**config.mk**
```make
export PLATFORM = sky130hd
export DESIGN_NAME = ter_unit
export DESIGN_NICKNAME = d
export VERILOG_FILES = /design/src/rtl/ter_pkg.sv /design/src/rtl/ter_or_tree.sv /design/src/rtl/ter_err_flag.sv /design/src/rtl/ter_op_exec.sv /design/src/rtl/ter_unit.sv
export SDC_FILE = /design/constraint.sdc
export NUM_CORES = 1
export LEC_CHECK = 0
export BUFFER_PORTS_ARGS = -buffer_cell sky130_fd_sc_hd__buf_2
export CORE_UTILIZATION = 46
export CTS_BUF_LIST = sky130_fd_sc_hd__clkbuf_16
export CTS_CLUSTER_SIZE = 30
export DETAILED_ROUTE_END_ITERATION = 8
export PLACE_DENSITY = 0.74
export REMOVE_ABC_BUFFERS = 1
export SYNTH_ARGS = -nofsm -noshare
export SYNTH_HDL_FRONTEND = slang
export SYNTH_SLANG_ARGS = --single-unit
```
**constraint.sdc**
```tcl
create_clock -name clk_i -period 1 [get_ports clk_i]
set_input_delay 0 -clock clk_i [delete_from_list [all_inputs] [get_ports clk_i]]
set_output_delay 0 -clock clk_i [all_outputs]
set_load 0.1 [all_outputs]
```
**src/rtl/ter_pkg.sv**
```systemverilog
package ter_pkg;
  typedef enum logic [1:0] {
    OP_CHECK    = 2'b00,
    OP_REPLACE  = 2'b01,
    OP_SET_SAFE = 2'b10,
    OP_RSVD     = 2'b11
  } ter_op_e;

  function automatic int unsigned tree_levels(int unsigned n, int unsigned fan);
    int unsigned l;
    int unsigned c;
    l = 0;
    c = n;
    while (c > 1) begin
      c = (c + fan - 1) / fan;
      l++;
    end
    return l;
  endfunction
endpackage

```
**src/rtl/ter_or_tree.sv**
```systemverilog
module ter_or_tree #(
  parameter int unsigned N_SRC  = 16,
  parameter int unsigned FAN_IN = 4
) (
  input  logic [N_SRC-1:0] src_i,
  output logic             any_o
);
  localparam int unsigned LEVELS = ter_pkg::tree_levels(N_SRC, FAN_IN);

  logic [N_SRC-1:0] lvl [LEVELS+1];

  always_comb begin
    for (int l = 0; l <= LEVELS; l++) lvl[l] = '0;
    lvl[0] = src_i;
    for (int l = 0; l < LEVELS; l++) begin
      for (int j = 0; j < N_SRC; j++) begin
        for (int k = 0; k < FAN_IN; k++) begin
          if (j * FAN_IN + k < N_SRC) lvl[l+1][j] = lvl[l+1][j] | lvl[l][j*FAN_IN+k];
        end
      end
    end
  end

  assign any_o = lvl[LEVELS][0];
endmodule

```
**src/rtl/ter_err_flag.sv**
```systemverilog
module ter_err_flag (
  input  logic clk_i,
  input  logic rst_ni,
  input  logic err_i,
  input  logic clear_i,
  output logic err_q_o,
  output logic flag_o
);
  logic err_q, flag_q;

  // capture stage keeps the combined error out of the flag's clear path
  always_ff @(posedge clk_i or negedge rst_ni) begin
    if (!rst_ni) err_q <= 1'b0;
    else         err_q <= err_i;
  end

  // a pending error wins over a clear in the same cycle
  always_ff @(posedge clk_i or negedge rst_ni) begin
    if (!rst_ni) flag_q <= 1'b0;
    else         flag_q <= (flag_q & ~clear_i) | err_q;
  end

  assign err_q_o = err_q;
  assign flag_o  = flag_q;
endmodule

```
**src/rtl/ter_op_exec.sv**
```systemverilog
module ter_op_exec #(
  parameter int unsigned DATA_W = 32
) (
  input  logic              clk_i,
  input  logic              rst_ni,
  input  logic              trig_i,
  input  ter_pkg::ter_op_e  op_i,
  input  logic [DATA_W-1:0] operand_i,
  input  logic              flag_i,
  output logic              clear_o,
  output logic [DATA_W-1:0] safe_o,
  output logic [DATA_W-1:0] result_o,
  output logic              valid_o
);
  import ter_pkg::*;

  logic [DATA_W-1:0] safe_q, res_d, res_q;
  logic              load_safe, valid_q;

  always_comb begin
    res_d     = '0;
    clear_o   = 1'b0;
    load_safe = 1'b0;
    if (trig_i) begin
      unique case (op_i)
        OP_CHECK: begin
          res_d   = {{(DATA_W-1){1'b0}}, flag_i};
          clear_o = 1'b1;
        end
        OP_REPLACE: begin
          res_d   = flag_i ? safe_q : operand_i;
          clear_o = 1'b1;
        end
        OP_SET_SAFE: load_safe = 1'b1;
        default: ;
      endcase
    end
  end

  always_ff @(posedge clk_i or negedge rst_ni) begin
    if (!rst_ni)        safe_q <= '0;
    else if (load_safe) safe_q <= operand_i;
  end

  always_ff @(posedge clk_i or negedge rst_ni) begin
    if (!rst_ni) begin
      res_q   <= '0;
      valid_q <= 1'b0;
    end else begin
      valid_q <= trig_i;
      if (trig_i) res_q <= res_d;
    end
  end

  assign safe_o   = safe_q;
  assign result_o = res_q;
  assign valid_o  = valid_q;
endmodule

```
**src/rtl/ter_unit.sv**
```systemverilog
module ter_unit #(
  parameter int unsigned N_SRC  = 16,
  parameter int unsigned FAN_IN = 4,
  parameter int unsigned DATA_W = 32
) (
  input  logic              clk_i,
  input  logic              rst_ni,
  input  logic [N_SRC-1:0]  err_pulse_i,
  input  logic              trig_i,
  input  logic [1:0]        opcode_i,
  input  logic [DATA_W-1:0] operand_i,
  output logic [DATA_W-1:0] result_o,
  output logic              result_valid_o
);
  import ter_pkg::*;

  logic             err_any, err_seen, err_flag, flag_clear;
  logic [DATA_W-1:0] safe_val;
  ter_op_e          op;

  assign op = ter_op_e'(opcode_i);

  ter_or_tree #(.N_SRC(N_SRC), .FAN_IN(FAN_IN)) i_or_tree (
    .src_i (err_pulse_i),
    .any_o (err_any)
  );

  ter_err_flag i_err_flag (
    .clk_i   (clk_i),
    .rst_ni  (rst_ni),
    .err_i   (err_any),
    .clear_i (flag_clear),
    .err_q_o (err_seen),
    .flag_o  (err_flag)
  );

  ter_op_exec #(.DATA_W(DATA_W)) i_op_exec (
    .clk_i     (clk_i),
    .rst_ni    (rst_ni),
    .trig_i    (trig_i),
    .op_i      (op),
    .operand_i (operand_i),
    .flag_i    (err_flag),
    .clear_o   (flag_clear),
    .safe_o    (safe_val),
    .result_o  (result_o),
    .valid_o   (result_valid_o)
  );
endmodule

```
==> results summary <==
The share of the yosys chip area belonging to registers is 0.566. The minimum setup slack in the final design is -0.0960 ns. Synthesis handed over a netlist of 219 instances. The clock net in this run drives a total of 67 sinks. The routed length per instance is 16.9 µm. In this run the top signal layer used is met4.

The routed length on met3 came out at 361 µm. Setup repair after global routing could not meet its margin everywhere. For this design the static power due to leakage is 2.48 nW. The setup path with the least slack is of type flop to flop. Counting the buffers created by CTS gives 9. The overall overflow remaining after global route is 0. The largest net degree at the start of global routing is 68.

By area the synthesized netlist is led by dfrtp_1, mux2_4, mux2i_1. The number of distinct library cells after synthesis came out at 19. The library cell with the largest summed area after synthesis is dfrtp_1. The number of antenna diodes came out at 0. The flip-flop and latch count after synthesis came out at 67.

The worst setup path is launched from a flop. The critical path capture point type is a flop. The mean number of vias per cell is 5.07.

The achievable frequency came out at 912 MHz. The number of global-route vias before repair was 2536. The via count of the routed design came out at 2255. The number of failing hold endpoints at the final stage came out at 0. The number of antenna violations at the first check in global routing was 0. The H-tree depth came out at 3.

The highest cell delay on the worst timing path came out at 0.44 ns. The core area came out at 0.00606 mm². For this design the top-level I/O count stands at 86.

The first-pass GRT wire length came out at 12300 µm. The clock passes through at most 2 buffers. The floorplan die height is 82.3 µm. The final layout contains 418 nets. The die is 82.3 µm wide. The layout overhead on the synthesized area is 65.0%. The flow ran to the end, but the final reports show violations. The worst clock skew came out at 0.00527 ns. The final weighted congestion of routability-driven global placement came out at 0.754. The number of max-slew violations in the final report came out at 0.

The cell count after placement came out at 380. The routed wire length came out at 7530 µm. The power density relative to cell area is 1870 mW/mm². The count of cells in the finished layout, fillers not included, comes to 445. The required time reported for the critical path endpoint came out at 1.19 ns.

The final period utilization came out at 1.10. The leading cell type in the layout, fill and taps excluded is dfrtp_1. The routed length on met1 is 3070 µm. The initial cell density of the core is 0.489. The highest fanout seen on the critical path is 15. For this run, the number of Yosys warnings is 0. The post-synthesis average cell area came out at 13.5 µm². The setup slack at placement is -0.0605 ns. IR analysis of the VDD net gives a maximum drop of 1450 µV. The post-CTS setup-driven buffer insertion count came out at 0. After detailed routing, the number of remaining DRC violations is 0. The clock period minus final worst setup slack is 1.10 ns. Among all stages on the critical path, the largest delay is contributed by dfrtp_2.

The first-pass iteration count of the detailed router came out at 4. The total standard cell area after synthesis is 0.00296 mm². The tree is rooted in a clkbuf_16. The number of violations of the max-capacitance limit came out at 0. Headroom to the max-slew limit came out at 0.765.

The total length of routed met2 wires is 4040 µm. The count of antenna-violating nets left after detailed routing is 0. The share of synthesized area in the top cell type comes to 0.566. In the final layout, the share of cells above drive strength 1 is 0.411.

The signal arrival time at the worst endpoint came out at 1.28 ns. Once detailed placement completed, the half-perimeter wirelength came to 4330 µm. The number of filler instances in the final layout came out at 350. The number of setup violations in the final report came out at 31.

The number of instances on the worst hold path came out at 2. The DRC marker count from the first detailed-route iteration came out at 66. The number of standard-cell rows in the floorplan is 28. The transition time of the tightest slew-check pin is 0.353 ns.

The number of cells traversed by the worst register-to-register path is 3. The count of buffers from port buffering came out at 85. After clock tree synthesis, the clock-pin slew on the worst setup and hold paths is 0.06 ns.

The clock tree from TritonCTS is yes. The all-layer global routing usage came out at 0.253. The overall die area is 0.00677 mm².

In the layout the commonest cells are dfrtp_1, buf_2, dlygate4sd3_1, buf_12, inv_1. The later-pin clock latency in the skew report came out at 0.33 ns. The checks that failed: setup timing. The path class of the tightest hold or removal check is input port to flop. The critical path goes through buf_12 > mux2i_1 > o22ai_1.
sequential cells by signal, indices dropped and copies added (netlist names):
signal and flops:
i_op_exec.result_o 32, i_err_flag.err_q_o 1, i_op_exec.safe_o 32, i_err_flag.flag_o 1, i_op_exec.valid_o 1
layer usage:
metal	global-route usage	vias up
li1	-	1059
met1	0.279	1120
met2	0.473	70
met3	0.0813	6
met4	0.0526	0
met5	0	-
where the power goes:
part	switching, mW	internal, mW	leakage [nW]
Clock	1.16	2.17	0.149
Sequential	0.273	3.07	0.839
Combinational	1.30	1.15	1.50
Total	2.74	6.40	2.48
critical path: cells and delay by family, from the launching register on:
family | cells | cell delay (ns)
mux | 1 | 0.21
compound gates | 1 | 0.11
flops | 1 | 0.44
buf+inv | 1 | 0.19
worst paths after layout:
path / slack [ns] / from / end
max in group asynchronous: 0.47 / rst_ni / i_err_flag.flag_o
worst max register to register: -0.1 / i_err_flag.flag_o / i_op_exec.result_o[11]
worst min register to register: 0.45 / i_err_flag.err_q_o / i_err_flag.flag_o
worst min-delay path: 0.04 / trig_i / i_op_exec.valid_o
min in group asynchronous: 0.22 / rst_ni / i_op_exec.result_o[31]
worst max-delay path: -0.1 / i_err_flag.flag_o / i_op_exec.result_o[11]
timing repair:
| item | CTS | global route |
|---|---|---|
| gates resized for setup | 0 | 4 |
| hold endpoints to repair | 129 | 0 |
| setup endpoints to repair | 30 | 33 |
| gates cloned | 0 | 0 |
| hold buffers | 49 | 0 |
synthesized netlist by cell type:
| library cell | instances |
|---|---|
| a21o_1 | 1 |
| a21oi_1 | 1 |
| and3b_1 | 1 |
| buf_2 | 4 |
| buf_4 | 4 |
| buf_6 | 3 |
| clkbuf_1 | 3 |
| dfrtp_1 | 67 |
| inv_1 | 32 |
| mux2_2 | 2 |
| mux2_4 | 30 |
| mux2i_1 | 31 |
| nand2b_1 | 1 |
| nand3b_1 | 1 |
| nand3b_4 | 1 |
| nand4_1 | 1 |
| nor4_1 | 4 |
| o22ai_1 | 31 |
| o32ai_1 | 1 |
layout make-up:
class                           instances  area (µm²)  share of cell area
Tap cell                               75        93.8              0.0192
Clock buffer                            9         225              0.0460
Inverter                               32         120              0.0246
Sequential cell                        67        1680               0.343
Clock inverter                          7        92.6              0.0189
Multi-Input combinational cell        106        1090               0.224
Timing Repair Buffer                  149        1590               0.324
logic make-up after synthesis:
kind of cell    count (synthesis)  share of synthesized area
flops                          67                      0.566
mux                            63                      0.264
buf+inv                        46                     0.0726
compound gates                 34                     0.0726
simple gates                    9                     0.0249
per-stage QoR:
stage	hold WS, ns	setup TNS (ns)	total power, mW	instance area [µm²]	util
detailed placement	0.0459	-0.852	5.66	4060	0.670
CTS	0.0195	-1.09	9.17	4870	0.803
global placement	0.0468	-0.0269	5.60	4060	0.670
finish	0.0370	-1.23	9.13	4890	0.807
floorplan	-0.296	-24.81	4.74	2870	-
global route	0.0320	-2.89	9.47	4890	0.807
(Power assumes the default switching activity.)
